$ cat config.mk
export PLATFORM = sky130hd
export DESIGN_NAME = spi_cmd_shifter
export DESIGN_NICKNAME = d
export VERILOG_FILES = /design/src/rtl/spi_shift_pkg.sv /design/src/rtl/spi_half_timer.sv /design/src/rtl/spi_edge_decode.sv /design/src/rtl/spi_tx_shreg.sv /design/src/rtl/spi_rx_shreg.sv /design/src/rtl/spi_cmd_shifter.sv
export SDC_FILE = /design/constraint.sdc
export NUM_CORES = 1
export LEC_CHECK = 0
export BUFFER_PORTS_ARGS = -buffer_cell sky130_fd_sc_hd__clkbuf_2
export CAP_MARGIN = 20
export CORE_MARGIN = 8
export CORE_UTILIZATION = 45
export DETAILED_ROUTE_END_ITERATION = 7
export PLACE_DENSITY = 0.66
export SLEW_MARGIN = 40
export SYNTH_ARGS = -nofsm -noshare
export SYNTH_HDL_FRONTEND = slang
export SYNTH_SLANG_ARGS = --single-unit
$ cat constraint.sdc
create_clock -name clk -period 3.6 [get_ports clk]
set_clock_uncertainty 0.15 [all_clocks]
set_input_delay 0.36 -clock clk [delete_from_list [all_inputs] [get_ports clk]]
set_output_delay 0.36 -clock clk [all_outputs]
set_load 0.05 [all_outputs]
$ cat src/rtl/spi_shift_pkg.sv
// Package: shared types and opcode bit positions for the SPI byte shifter.
// Assumes an 8-bit opcode byte; the bit positions below are decoded by the engine.
package spi_shift_pkg;

    localparam int OPB_OUT_FALL = 0;
    localparam int OPB_IN_FALL  = 2;
    localparam int OPB_LSB      = 3;
    localparam int OPB_WR       = 4;
    localparam int OPB_RD       = 5;

    typedef enum logic [1:0] {
        ST_IDLE = 2'd0,
        ST_LOAD = 2'd1,
        ST_RUN  = 2'd2,
        ST_RXW  = 2'd3
    } eng_state_t;

    typedef struct packed {
        logic wr;
        logic rd;
        logic lsb;
        logic out_fall;
        logic in_fall;
    } op_fields_t;

    // Split an opcode byte into its independent control fields.
    function automatic op_fields_t decode_op(input logic [7:0] op);
        op_fields_t f;
        f.wr       = op[OPB_WR];
        f.rd       = op[OPB_RD];
        f.lsb      = op[OPB_LSB];
        f.out_fall = op[OPB_OUT_FALL];
        f.in_fall  = op[OPB_IN_FALL];
        return f;
    endfunction

endpackage

$ cat src/rtl/spi_half_timer.sv
// Half-period timer: produces a one-clock tick every (div+1) clocks while run is high.
// Assumes div is stable while run is high; restart reloads the count.
module spi_half_timer #(
    parameter int DIV_W = 8
) (
    input  logic             clk,
    input  logic             rst_n,
    input  logic             restart,
    input  logic             run,
    input  logic [DIV_W-1:0] div,
    output logic             tick
);

    logic [DIV_W-1:0] cnt_q;

    // Count down from div to zero and reload on each tick.
    always_ff @(posedge clk) begin
        if (!rst_n) begin
            cnt_q <= '0;
        end else if (restart) begin
            cnt_q <= div;
        end else if (run) begin
            if (cnt_q == '0) begin
                cnt_q <= div;
            end else begin
                cnt_q <= cnt_q - 1'b1;
            end
        end
    end

    assign tick = run && (cnt_q == '0);

endmodule

$ cat src/rtl/spi_edge_decode.sv
// Edge decode: given the current SCLK level, says whether the next toggle drives MOSI,
// samples MISO, and whether a byte's first bit must be presented before the first edge.
// Purely combinational; assumes the fields are held for the whole command.
module spi_edge_decode
    import spi_shift_pkg::*;
(
    input  op_fields_t flds,
    input  logic       sclk_now,
    input  logic       idle_hi,
    output logic       do_out,
    output logic       do_samp,
    output logic       preload
);

    logic next_rises;

    // Classify the upcoming edge and match it against the opcode's edge choices.
    always_comb begin
        next_rises = !sclk_now;
        do_out     = flds.wr && (next_rises ? !flds.out_fall : flds.out_fall);
        do_samp    = flds.rd && (next_rises ? !flds.in_fall  : flds.in_fall);
        // The first edge of each bit leaves the rest level; when MOSI moves on the
        // other edge, bit 0 has to be on the line before the first edge.
        preload    = flds.wr && (flds.out_fall != idle_hi);
    end

endmodule

$ cat src/rtl/spi_tx_shreg.sv
// Transmit shifter: holds one byte and registers MOSI, one bit per drive request.
// Assumes load and drive are never high together; at most W bits leave per byte.
module spi_tx_shreg #(
    parameter int W = 8
) (
    input  logic         clk,
    input  logic         rst_n,
    input  logic         load,
    input  logic         first_out,
    input  logic [W-1:0] load_data,
    input  logic         lsb,
    input  logic         drive,
    output logic         mosi
);

    localparam int CNT_W = $clog2(W + 1);

    logic [W-1:0]     sh_q;
    logic [CNT_W-1:0] cnt_q;
    logic             mosi_q;

    // Load a byte (optionally launching its first bit) or launch the next bit.
    always_ff @(posedge clk) begin
        if (!rst_n) begin
            sh_q   <= '0;
            cnt_q  <= '0;
            mosi_q <= 1'b0;
        end else if (load) begin
            if (first_out) begin
                mosi_q <= lsb ? load_data[0] : load_data[W-1];
                sh_q   <= lsb ? (load_data >> 1) : (load_data << 1);
                cnt_q  <= CNT_W'(1);
            end else begin
                sh_q   <= load_data;
                cnt_q  <= '0;
            end
        end else if (drive && (cnt_q < CNT_W'(W))) begin
            mosi_q <= lsb ? sh_q[0] : sh_q[W-1];
            sh_q   <= lsb ? (sh_q >> 1) : (sh_q << 1);
            cnt_q  <= cnt_q + 1'b1;
        end
    end

    assign mosi = mosi_q;

endmodule

$ cat src/rtl/spi_rx_shreg.sv
// Receive shifter: collects MISO bits into a byte in the selected order.
// Assumes exactly W sample requests between clears.
module spi_rx_shreg #(
    parameter int W = 8
) (
    input  logic         clk,
    input  logic         rst_n,
    input  logic         clear,
    input  logic         samp,
    input  logic         lsb,
    input  logic         miso,
    output logic [W-1:0] data
);

    logic [W-1:0] data_q;

    // Shift a sampled bit in from the end that matches the bit order.
    always_ff @(posedge clk) begin
        if (!rst_n) begin
            data_q <= '0;
        end else if (clear) begin
            data_q <= '0;
        end else if (samp) begin
            data_q <= lsb ? {miso, data_q[W-1:1]} : {data_q[W-2:0], miso};
        end
    end

    assign data = data_q;

endmodule

$ cat src/rtl/spi_cmd_shifter.sv
// SPI master data engine: runs one opcode-steered transfer of (cmd_len+1) bytes.
// Assumes cfg_idle_hi and cfg_div stay constant while a command is active and that
// chip select is handled outside. Each byte: load, rest half-period, 16 edges, rest half-period.
module spi_cmd_shifter
    import spi_shift_pkg::*;
#(
    parameter int DIV_W  = 8,
    parameter int LEN_W  = 16,
    parameter int BYTE_W = 8
) (
    input  logic              clk,
    input  logic              rst_n,
    input  logic              cfg_idle_hi,
    input  logic [DIV_W-1:0]  cfg_div,
    input  logic              cmd_valid,
    output logic              cmd_ready,
    input  logic [7:0]        cmd_op,
    input  logic [LEN_W-1:0]  cmd_len,
    input  logic              tx_valid,
    output logic              tx_ready,
    input  logic [BYTE_W-1:0] tx_data,
    output logic              rx_valid,
    input  logic              rx_ready,
    output logic [BYTE_W-1:0] rx_data,
    output logic              sclk,
    output logic              mosi,
    input  logic              miso,
    output logic              done
);

    localparam int EDGES = 2 * BYTE_W;
    localparam int EC_W  = $clog2(EDGES + 1);

    eng_state_t        state_q;
    op_fields_t        flds_q;
    logic [LEN_W-1:0]  left_q;
    logic              sclk_q;
    logic [EC_W-1:0]   ecnt_q;
    logic              rx_valid_q;
    logic [BYTE_W-1:0] rx_data_q;
    logic              done_q;

    logic              tick;
    logic              do_out;
    logic              do_samp;
    logic              preload;
    logic              take_byte;
    logic              edge_now;
    logic              byte_end;
    logic              byte_fin;
    logic [BYTE_W-1:0] rx_word;

    // Handshake and sequencing strobes derived from the state.
    always_comb begin
        take_byte = (state_q == ST_LOAD) && (!flds_q.wr || tx_valid);
        edge_now  = tick && (ecnt_q != EC_W'(EDGES));
        byte_end  = tick && (ecnt_q == EC_W'(EDGES));
        byte_fin  = (byte_end && !flds_q.rd) || ((state_q == ST_RXW) && rx_ready);
    end

    spi_half_timer #(.DIV_W(DIV_W)) u_timer (
        .clk     (clk),
        .rst_n   (rst_n),
        .restart (take_byte),
        .run     (state_q == ST_RUN),
        .div     (cfg_div),
        .tick    (tick)
    );

    spi_edge_decode u_edge (
        .flds     (flds_q),
        .sclk_now (sclk_q),
        .idle_hi  (cfg_idle_hi),
        .do_out   (do_out),
        .do_samp  (do_samp),
        .preload  (preload)
    );

    spi_tx_shreg #(.W(BYTE_W)) u_tx (
        .clk       (clk),
        .rst_n     (rst_n),
        .load      (take_byte && flds_q.wr),
        .first_out (preload),
        .load_data (tx_data),
        .lsb       (flds_q.lsb),
        .drive     (edge_now && do_out),
        .mosi      (mosi)
    );

    spi_rx_shreg #(.W(BYTE_W)) u_rx (
        .clk   (clk),
        .rst_n (rst_n),
        .clear (take_byte),
        .samp  (edge_now && do_samp),
        .lsb   (flds_q.lsb),
        .miso  (miso),
        .data  (rx_word)
    );

    // Command sequencer: accept, load bytes, toggle SCLK, hand off captures, finish.
    always_ff @(posedge clk) begin
        if (!rst_n) begin
            state_q    <= ST_IDLE;
            flds_q     <= '0;
            left_q     <= '0;
            sclk_q     <= cfg_idle_hi;
            ecnt_q     <= '0;
            rx_valid_q <= 1'b0;
            rx_data_q  <= '0;
            done_q     <= 1'b0;
        end else begin
            done_q <= 1'b0;
            case (state_q)
                ST_IDLE: begin
                    sclk_q <= cfg_idle_hi;
                    if (cmd_valid) begin
                        flds_q  <= decode_op(cmd_op);
                        left_q  <= cmd_len;
                        state_q <= ST_LOAD;
                    end
                end
                ST_LOAD: begin
                    if (take_byte) begin
                        ecnt_q  <= '0;
                        state_q <= ST_RUN;
                    end
                end
                ST_RUN: begin
                    if (edge_now) begin
                        sclk_q <= ~sclk_q;
                        ecnt_q <= ecnt_q + 1'b1;
                    end else if (byte_end && flds_q.rd) begin
                        rx_valid_q <= 1'b1;
                        rx_data_q  <= rx_word;
                        state_q    <= ST_RXW;
                    end
                end
                ST_RXW: begin
                    if (rx_ready) begin
                        rx_valid_q <= 1'b0;
                    end
                end
                default: state_q <= ST_IDLE;
            endcase
            if (byte_fin) begin
                if (left_q == '0) begin
                    done_q  <= 1'b1;
                    state_q <= ST_IDLE;
                end else begin
                    left_q  <= left_q - 1'b1;
                    state_q <= ST_LOAD;
                end
            end
        end
    end

    assign cmd_ready = (state_q == ST_IDLE);
    assign tx_ready  = (state_q == ST_LOAD) && flds_q.wr;
    assign rx_valid  = rx_valid_q;
    assign rx_data   = rx_data_q;
    assign sclk      = sclk_q;
    assign done      = done_q;

endmodule

==> results.toml <==
[sta]
rsz0062_at_grt = "false"
slew_headroom = 0.506
worstMarginPinSlew_ns = 0.740
period_share = 0.732
setup_violations = 0
max_freq_ghz = 0.380
finalHoldViolCount = 0
holdWs_ns = 0.0912
tns_ns = 0
drv_slew = 0
setup_ws_ns = 0.966
period_needed_ns = 2.63

[clocking]
post_cts_buffers = 0
ctsHoldBuffers = 0
cts_resized = 0
clockBufferDepth = 2
clock-sinks = 68
root_buffer = "clkbuf_8"
cts_made_buffers = 9
clkLatencyLatePin_ns = 0.34
h-tree-depth = 3
clkTransAtPathRegs_ns = 0.08
cts_tree = "done"

[global_route]
grt_pass1_vias = 3428
grt_pass1_wl_um = 16000
global_route.overflow_total = 0
grtUsageTotal = 0.166
antenna_found_initial = 0
grt_max_degree = 32

[power]
total_power_mw = 2.97
leakage_nw = 1.74
ir_worst_vdd_mv = 0.383
power_density_nw_per_um2 = 676

[drt]
drtIter0Drc = 191
viasPerCell = 5.78
ant_nets = 0
vias = 3529
routed_wl_um = 9600
drtPass1Iterations = 5
wire_per_inst_um = 15.7
drc = 0

[synthesis]
synthFlopType = "dfxtp_1"
yosysUniqueCellTypes = 66
synth_compound_area_frac = 0.200
synth_seq_cells = 68
synth_edf_count = 1
synthSimpleGateAreaFrac = 0.224
synth.net_count = 510
async_flop_share = 0
syn_avg_cell_area_um2 = 8.61
yosysWarnings = 0
synthAdderAreaFrac = 0.0354
synthMuxAreaShare = 0.115
synth_top_family_by_area = "simple AND/OR/NAND/NOR gates"
netlist_area_um2 = 3890
seq_area_frac_synth = 0.352
synth_xor_area_frac = 0.0248
syn_inst = 452

[floorplan]
coreArea_um2 = 8550
rows = 34
die_h_um = 109
initial_utilization = 0.455
die-area_um2 = 11900
die_x_um = 109
io_pins = 61

[placed_design]
pre_cts_slack_ns = 0.938
hpwl_um = 6880
gp_congestion = 0.792
io_buffers = 57

[min_path]
hp-class = "in -> reg"
min_from = "cmd_op[2]"
holdPathStages = 3
worst_hold_path.endpoint = "flds_q[0]"

[cells_and_area]
final_cell_mix = "66 x dfxtp_1, 57 x clkbuf_2, 46 x nor2_1"
layout_commonest_cell = "dfxtp_1"
diodes = 0
fin_nets = 556
drive_gt1_frac = 0.223
syn2layout_area_growth_pct = 12.9
fin_util = 0.514
fillers = 815

[worst_setup_path]
cp.required_ns = 3.73
crit_arrival_ns = 2.76
worstSetupPathType = "reg -> reg"
r2r_cells = 7
r2r_slack_ns = 0.97
end_kind = "flop"
timing.rr.start = "state_q[0]"
critPathLaunchType = "flop"
reg2reg_to = "left_q[9]"
critPathMaxFanout = 23

[job]
cap_violations = 0

[run_status]
status = "finished clean"
per-layer routing:
metal,part of all wire,routed length [µm],global-route usage,vias up
met4,0.014,133,0.0674,0
met1,0.48,4570,0.211,1642
li1,-,-,-,1770
met2,0.45,4320,0.263,103
met5,0,0,0,-
met3,0.060,579,0.0402,14
cell families (layout without fill, tap and decap cells):
kind of cell	Yosys count	count (layout)
simple gates	168	168
compound gates	111	111
flops	68	68
buf+inv	42	93
mux	41	41
fa+ha+maj	11	11
xor+xnor	11	11
synthesized netlist by cell type (all sizes together), types with 2 or more instances:
library cell / number / share of area
xnor2: 4 / 0.0090
a31oi: 10 / 0.016
a41oi: 2 / 0.0045
a22o: 3 / 0.0071
a21oi: 25 / 0.032
o311ai: 2 / 0.0045
clkbuf: 16 / 0.015
o21ai: 11 / 0.014
a221oi: 3 / 0.0084
xor2: 7 / 0.016
a211o: 2 / 0.0045
nand2: 40 / 0.039
nand4: 6 / 0.011
or3: 5 / 0.0080
nand2b: 6 / 0.0096
nand3b: 2 / 0.0039
o211ai: 3 / 0.0058
nor2b: 5 / 0.0080
and2: 5 / 0.0080
nor3: 8 / 0.013
a222oi: 6 / 0.015
nor2: 46 / 0.044
a21o: 3 / 0.0058
or2: 4 / 0.0064
nor4: 4 / 0.0080
a22oi: 8 / 0.015
buf: 11 / 0.019
and3: 5 / 0.0080
nand3: 22 / 0.028
ha: 11 / 0.035
mux2: 19 / 0.055
a211oi: 18 / 0.035
o2111ai: 2 / 0.0045
o221ai: 2 / 0.0045
inv: 15 / 0.014
mux2i: 21 / 0.054
o22ai: 4 / 0.0064
dfxtp: 67 / 0.34
how the worst max path moves through the flow:
stage	start	end	slack, ns	depth (start not counted)
after floorplan	state_q[0]	state_q[0]	1.43	7
after global placement	state_q[0]	left_q[9]	1.0	7
after detailed placement	state_q[0]	left_q[9]	0.94	7
after CTS	state_q[0]	left_q[9]	0.96	7
after global routing	state_q[0]	left_q[9]	0.76	7
final	state_q[0]	left_q[9]	0.97	7
critical path: stages (launching register included):
cell     delay (ns)
dfxtp_1        0.34
inv_1          0.11
ha_1           0.43
nor2b_1        0.21
nand4_2        0.19
a22o_2         0.48
or4_1          0.51
a31oi_1        0.16
per-stage QoR:
step / area [µm²] / instances
global placement: 4210 / 595
finish: 4390 / 611
global route: 4390 / 611
CTS: 4390 / 611
detailed placement: 4220 / 595
floorplan: 3890 / 452
power by group:
group | internal (mW) | total, mW | switching (mW)
combinational | 0.563 | 1.38 | 0.822
clock | 0.253 | 0.561 | 0.308
sequential | 0.867 | 1.02 | 0.158
sequential cells by signal (all words and copies together) (netlist names):
signal / count
done: 1
ecnt_q: 5
flds_q: 5
left_q: 16
rx_data: 8
rx_valid: 1
sclk: 1
state_q: 2
u_rx.data: 8
u_timer.cnt_q: 8
u_tx.cnt_q: 4
u_tx.mosi: 1
u_tx.sh_q: 8
cell type report:
cell class	count	area, µm²	share of cell area
clock buffers	9	124	0.0282
multi-input cells	342	2330	0.530
clock inverters	7	52.6	0.0120
well taps	108	135	0.0308
repair buffers	62	323	0.0735
inverters	15	56.3	0.0128
flip-flops and latches	68	1370	0.313
(Power assumes the default switching activity.)
